`src/rtl/i2cs_pkg.sv`:
```
package i2cs_pkg;

    localparam int BYTE_W = 8;
    localparam int ADDR_W = 7;
    localparam int SLOTS  = 2;
    localparam int ID_W   = $clog2(SLOTS + 1);

    typedef enum logic [3:0] {
        ST_IDLE,
        ST_ADDR,
        ST_ADDR_ACK,
        ST_RX,
        ST_RX_ACK,
        ST_TX_WAIT,
        ST_TX,
        ST_TX_ACK,
        ST_IGNORE
    } i2cs_state_e;

endpackage

```
`src/rtl/i2cs_line_mon.sv`:
```
// Detects SCL edges and START/STOP framing from synchronised bus levels.
module i2cs_line_mon (
    input  logic clk,
    input  logic rst_n,
    input  logic scl_i,
    input  logic sda_i,
    output logic scl_rise,
    output logic scl_fall,
    output logic start_det,
    output logic stop_det
);

    logic scl_d;
    logic sda_d;

    always_ff @(posedge clk or negedge rst_n) begin
        if (!rst_n) begin
            scl_d <= 1'b1;
            sda_d <= 1'b1;
        end else begin
            scl_d <= scl_i;
            sda_d <= sda_i;
        end
    end

    assign scl_rise  = scl_i & ~scl_d;
    assign scl_fall  = ~scl_i & scl_d;
    assign start_det = scl_i & scl_d & sda_d & ~sda_i;
    assign stop_det  = scl_i & scl_d & ~sda_d & sda_i;

endmodule

```
`src/rtl/i2cs_addr_cmp.sv`:
```
// Compares a received address against NS programmable slots; lowest slot wins.
module i2cs_addr_cmp #(
    parameter int AW = 7,
    parameter int NS = 2,
    parameter int IW = $clog2(NS + 1)
) (
    input  logic [AW-1:0]         rx_addr,
    input  logic [NS-1:0][AW-1:0] slot_addr,
    output logic [IW-1:0]         hit_id
);

    logic [NS-1:0] hit;

    generate
        for (genvar g = 0; g < NS; g++) begin : g_slot
            assign hit[g] = (rx_addr == slot_addr[g]);
        end
    endgenerate

    always_comb begin
        hit_id = '0;
        for (int i = NS - 1; i >= 0; i--) begin
            if (hit[i]) hit_id = IW'(i + 1);
        end
    end

endmodule

```
`src/rtl/i2cs_dual_slave.sv`:
```
module i2cs_dual_slave
    import i2cs_pkg::*;
#(
    parameter int AW = ADDR_W,
    parameter int BW = BYTE_W,
    parameter int IW = ID_W
) (
    input  logic          clk,
    input  logic          rst_n,
    input  logic          scl_i,
    input  logic          sda_i,
    output logic          scl_o,
    output logic          sda_o,
    input  logic [AW-1:0] addr_a,
    input  logic [AW-1:0] addr_b,
    output logic [IW-1:0] match_id,
    output logic [BW-1:0] rx_data,
    output logic          rx_valid,
    output logic          tx_req,
    input  logic          tx_valid,
    input  logic [BW-1:0] tx_data
);

    localparam int            CW   = $clog2(BW + 1);
    localparam logic [CW-1:0] FULL = CW'(BW);

    i2cs_state_e state, nxt;

    logic          scl_rise, scl_fall, start_det, stop_det;
    logic [BW-1:0] shreg;
    logic [CW-1:0] bit_cnt;
    logic          sda_q;
    logic          acked;
    logic [IW-1:0] hit_id;
    logic [IW-1:0] match_q;
    logic [BW-1:0] rx_q;
    logic          rx_stb;
    logic          cnt_full;

    assign cnt_full = (bit_cnt == FULL);

    i2cs_line_mon u_mon (
        .clk       (clk),
        .rst_n     (rst_n),
        .scl_i     (scl_i),
        .sda_i     (sda_i),
        .scl_rise  (scl_rise),
        .scl_fall  (scl_fall),
        .start_det (start_det),
        .stop_det  (stop_det)
    );

    i2cs_addr_cmp #(.AW(AW), .NS(SLOTS), .IW(IW)) u_cmp (
        .rx_addr   (shreg[BW-1 -: AW]),
        .slot_addr ({addr_b, addr_a}),
        .hit_id    (hit_id)
    );

    // State register
    always_ff @(posedge clk or negedge rst_n) begin
        if (!rst_n) state <= ST_IDLE;
        else        state <= nxt;
    end

    // Transitions
    always_comb begin
        nxt = state;
        if (stop_det) begin
            nxt = ST_IDLE;
        end else if (start_det) begin
            nxt = ST_ADDR;
        end else begin
            unique case (state)
                ST_IDLE:     nxt = ST_IDLE;
                ST_ADDR:     if (scl_fall && cnt_full)
                                 nxt = (hit_id != '0) ? ST_ADDR_ACK : ST_IGNORE;
                ST_ADDR_ACK: if (scl_fall) nxt = shreg[0] ? ST_TX_WAIT : ST_RX;
                ST_RX:       if (scl_fall && cnt_full) nxt = ST_RX_ACK;
                ST_RX_ACK:   if (scl_fall) nxt = ST_RX;
                ST_TX_WAIT:  if (tx_valid) nxt = ST_TX;
                ST_TX:       if (scl_fall && cnt_full) nxt = ST_TX_ACK;
                ST_TX_ACK:   if (scl_fall) nxt = acked ? ST_TX_WAIT : ST_IGNORE;
                ST_IGNORE:   nxt = ST_IGNORE;
                default:     nxt = ST_IDLE;
            endcase
        end
    end

    // Outputs decoded from state
    always_comb begin
        scl_o  = 1'b1;
        tx_req = 1'b0;
        if (state == ST_TX_WAIT) begin
            scl_o  = 1'b0;
            tx_req = 1'b1;
        end
    end

    // Shift register, bit counter and data path
    always_ff @(posedge clk or negedge rst_n) begin
        if (!rst_n) begin
            shreg   <= '0;
            bit_cnt <= '0;
            sda_q   <= 1'b1;
            acked   <= 1'b0;
            match_q <= '0;
            rx_q    <= '0;
            rx_stb  <= 1'b0;
        end else begin
            rx_stb <= 1'b0;
            if (stop_det) begin
                sda_q   <= 1'b1;
                bit_cnt <= '0;
                match_q <= '0;
            end else if (start_det) begin
                sda_q   <= 1'b1;
                bit_cnt <= '0;
            end else begin
                unique case (state)
                    ST_ADDR, ST_RX: begin
                        if (scl_rise) begin
                            shreg   <= {shreg[BW-2:0], sda_i};
                            bit_cnt <= bit_cnt + 1'b1;
                        end
                        if (scl_fall && cnt_full) begin
                            if (state == ST_ADDR) begin
                                if (hit_id != '0) begin
                                    sda_q   <= 1'b0;
                                    match_q <= hit_id;
                                end
                            end else begin
                                rx_q   <= shreg;
                                rx_stb <= 1'b1;
                                sda_q  <= 1'b0;
                            end
                        end
                    end
                    ST_ADDR_ACK, ST_RX_ACK: begin
                        if (scl_fall) begin
                            sda_q   <= 1'b1;
                            bit_cnt <= '0;
                        end
                    end
                    ST_TX_WAIT: begin
                        if (tx_valid) begin
                            shreg   <= tx_data;
                            sda_q   <= tx_data[BW-1];
                            bit_cnt <= '0;
                        end
                    end
                    ST_TX: begin
                        if (scl_rise) bit_cnt <= bit_cnt + 1'b1;
                        if (scl_fall) begin
                            if (cnt_full) begin
                                sda_q <= 1'b1;
                            end else begin
                                shreg <= {shreg[BW-2:0], 1'b0};
                                sda_q <= shreg[BW-2];
                            end
                        end
                    end
                    ST_TX_ACK: begin
                        if (scl_rise) acked <= ~sda_i;
                    end
                    default: ;
                endcase
            end
        end
    end

    assign sda_o    = sda_q;
    assign match_id = match_q;
    assign rx_data  = rx_q;
    assign rx_valid = rx_stb;

endmodule

```
`config.mk`:
```
export PLATFORM = sky130hd
export DESIGN_NAME = i2cs_dual_slave
export DESIGN_NICKNAME = d
export VERILOG_FILES = /design/src/rtl/i2cs_pkg.sv /design/src/rtl/i2cs_line_mon.sv /design/src/rtl/i2cs_addr_cmp.sv /design/src/rtl/i2cs_dual_slave.sv
export SDC_FILE = /design/constraint.sdc
export NUM_CORES = 1
export LEC_CHECK = 0
export ABC_AREA = 1
export ABC_CLOCK_PERIOD_IN_PS = 3950
export BUFFER_PORTS_ARGS = -buffer_cell sky130_fd_sc_hd__buf_2
export CORE_MARGIN = 4
export CORE_UTILIZATION = 59
export CTS_BUF_LIST = sky130_fd_sc_hd__clkbuf_4 sky130_fd_sc_hd__clkbuf_8 sky130_fd_sc_hd__clkbuf_16
export DETAILED_ROUTE_END_ITERATION = 8
export PLACE_DENSITY = 0.85
export SYNTH_ARGS = -nofsm -noshare
export SYNTH_HDL_FRONTEND = slang
export SYNTH_SLANG_ARGS = --single-unit
```
`constraint.sdc`:
```
create_clock -name clk -period 3.95 [get_ports clk]
set_input_delay 0.1975 -clock clk [delete_from_list [all_inputs] [get_ports clk]]
set_output_delay 0.1975 -clock clk [all_outputs]
set_load 0.005 [all_outputs]
```
==> metrics.yaml <==
vdd_drop_max_mv: 0.258
met2_usage_pct: 37.0
power_density_nw_per_um2: 327
fin_area_um2: 2320
cts_tree: "yes"
grt_antenna_before_repair: 0
path_max_fanout: 16
grt_pass1_wl_mm: 7.82
rows: 20
root_buffer: "clkbuf_4"
hpwl_mm: 3.63
required_ns: 3.75
numPortBuffers: 40
synth_cell_types: 31
dieArea_um2: 4330
worstSetupEndpointType: "output port"
grt_max_degree: 32
fmax_mhz: 549
first_iter_violations: 128
yosys_register_bits: 31
area_delta_synth_final_pct: 17.6
min_period_ns: 1.82
clk_path_buf_depth: 2
start_util_pct: 63.1
drv_cap: 0
finalSetupViolCount: 0
tightest_slew_ns: 0.678
finalCritPeriodShare_pct: 46.1
antenna_cells: 0
vias: 1816
criticalPathCategory: "reg2out"
ant_nets: 0
busiest_layer: "met2"
crit_chain: "inv_2, nor2_4, nand2_2, inv_1, buf_2"
post_synth.cell_area_avg_um2: 7.31
netlist_area_um2: 1970
die_x_um: 65.8
final_nets: 346
cpMaxStageDelayCell: "dfrtp_1"
final_layout_size_suffix_gt1_share_pct: 25.5
die_h_um: 65.8
synth_simple_gate_area_share_pct: 33.5
netlist.area_leader.share_pct: 35.5
clk_latency_ns: 0.35
synthCells: 270
syn_nets: 299
synth_compound_area_share_pct: 9.70
grtUsageMet3_pct: 4.42
crit_family: "flip-flops"
timing.hold.ws_ns: 0.174
clkTransAtPathRegs_ns: 0.10
status: "finished, final reports clean"
yosysTopAreaCell: "dfrtp_1"
r2r_slack_ns: 2.20
gp_congestion: 0.970
ioPinCount: 41
synth_top_family_by_area: "simple AND/OR/NAND/NOR gates"
post_cts_buffers: 0
final_common_cell: "nand2_1"
rsz0062_at_grt: "no"
clock-sinks: 31
synth_fa_ha_area_share_pct: 1.27
cp_num_buf_inv: 3
grt_pass1_vias: 1740
post_cts_resized: 0
muxShareOfSynthArea_pct: 1.01
nFillCells: 268
core_area_um2: 3130
hold_viol: 0
slew_headroom_pct: 54.8
skew_ns: 0.0175
yosysWarnings: 0
p_leak_uw: 0.00137
hp-class: "in2reg"
cp-start-kind: "flop"
grt_usage_pct: 24.2
wl_mm: 4.58
firstDrtPassIters: 4
ys_seq_area_share_pct: 39.5
place_area_um2: 2210
drv_slew: 0
tns_ns: 0
fin_cells: 362
critical-path-max-stage-delay_ns: 0.49
finalPower_uw: 758
crit_arrival_ns: 1.62
dp_cells: 351
grt-ovfl-total: 0
synthTopCellsByArea: "dfrtp_1 36%, nand2_1 16%, inv_1 7.4%"
layout_common_cells: "85 x nand2_1, 40 x buf_2, 39 x inv_1, 28 x dfrtp_1, 21 x nor2_1"
route.detailed.drc: 0
cts-buffers-inserted: 5
wl_per_cell_um: 12.6
synth_xor_area_share_pct: 5.77
avgViaCountPerCell: 5.02
ctsHtreeMaxLevel: 2
gr-usage-met1_pct: 32.9
-- where the power goes --
part | internal [uW] | total [uW] | leakage, uW | switching, uW
clock network | 148 | 256 | 0.0000463 | 108
logic | 60.1 | 138 | 0.000904 | 78.3
registers | 339 | 364 | 0.000419 | 25.2
total | 547 | 758 | 0.00137 | 212
-- routing by layer --
| metal | routed length [um] | share of wire [%] | vias up |
|---|---|---|---|
| met5 | 0 | 0 | - |
| met4 | 127 | 2.8 | 0 |
| met2 | 2080 | 45 | 47 |
| li1 | - | - | 928 |
| met1 | 2140 | 47 | 828 |
| met3 | 227 | 5.0 | 13 |
-- worst min-delay path, stage by stage --
cell,delay (ns)
buf_2,0.07
o21ai_0,0.09
o21ai_2,0.14
-- timing repair --
action | in CTS | in global routing
endpoints found under the hold margin | 30 | 0
hold buffers | 3 | 0
endpoints found under the setup margin | 0 | 0
-- cell type report --
cell class	count	area, um2	area share (%)
clock buffer	7	52.6	2.27
clock inverter	1	30.0	1.29
inverter	43	161	6.96
multi-input combinational	193	1010	43.6
sequential	31	779	33.6
tap	44	55.1	2.37
timing repair buffer	43	230	9.92
-- path summary, 6_finish.rpt --
check                            from    endpoint  cells past startpoint
min in group asynchronous       rst_n  bit_cnt[0]                      2
max in group asynchronous       rst_n  bit_cnt[1]                      2
setup / recovery             state[0]      tx_req                      5
setup reg to reg           bit_cnt[0]  rx_data[0]                      9
hold reg to reg            rx_data[3]  rx_data[3]                      2
hold / removal             tx_data[4]    shreg[4]                      3
-- flip-flops by register name (all words and copies together) (netlist names), 2 cells and up --
register  count
state         4
rx_data       8
bit_cnt       4
shreg         8
match_id      2
-- cell usage after synthesis (all sizes together) --
cell type  instances
and2               1
o2111ai            1
buf                3
nand4              3
nand3             16
a31oi              1
a22o               1
nor2              27
dfrtp             28
a21oi              8
nor3               2
o22ai              1
dfstp              3
nand2             96
xnor2             10
ha                 2
xor2               3
mux2i              2
o21ai             18
o21a               1
inv               43
-- stage by stage --
step | setup WS (ns) | utilization, %
after global routing | 1.96 | 74.2
after CTS | 2.13 | 74.2
after global placement | 2.29 | 70.6
final | 2.13 | 74.2
after detailed placement | 2.23 | 70.6
after floorplan | 2.39 | -
-- kinds of logic after synthesis --
kind of cell	after synthesis
XOR/XNOR	13
multiplexers	2
AO/OA/AOI/OAI	31
AND/OR/NAND/NOR	145
buffers and inverters	46
flip-flops	31
adder cells (fa/ha/maj)	2
Power figures use the tool's default switching activity.
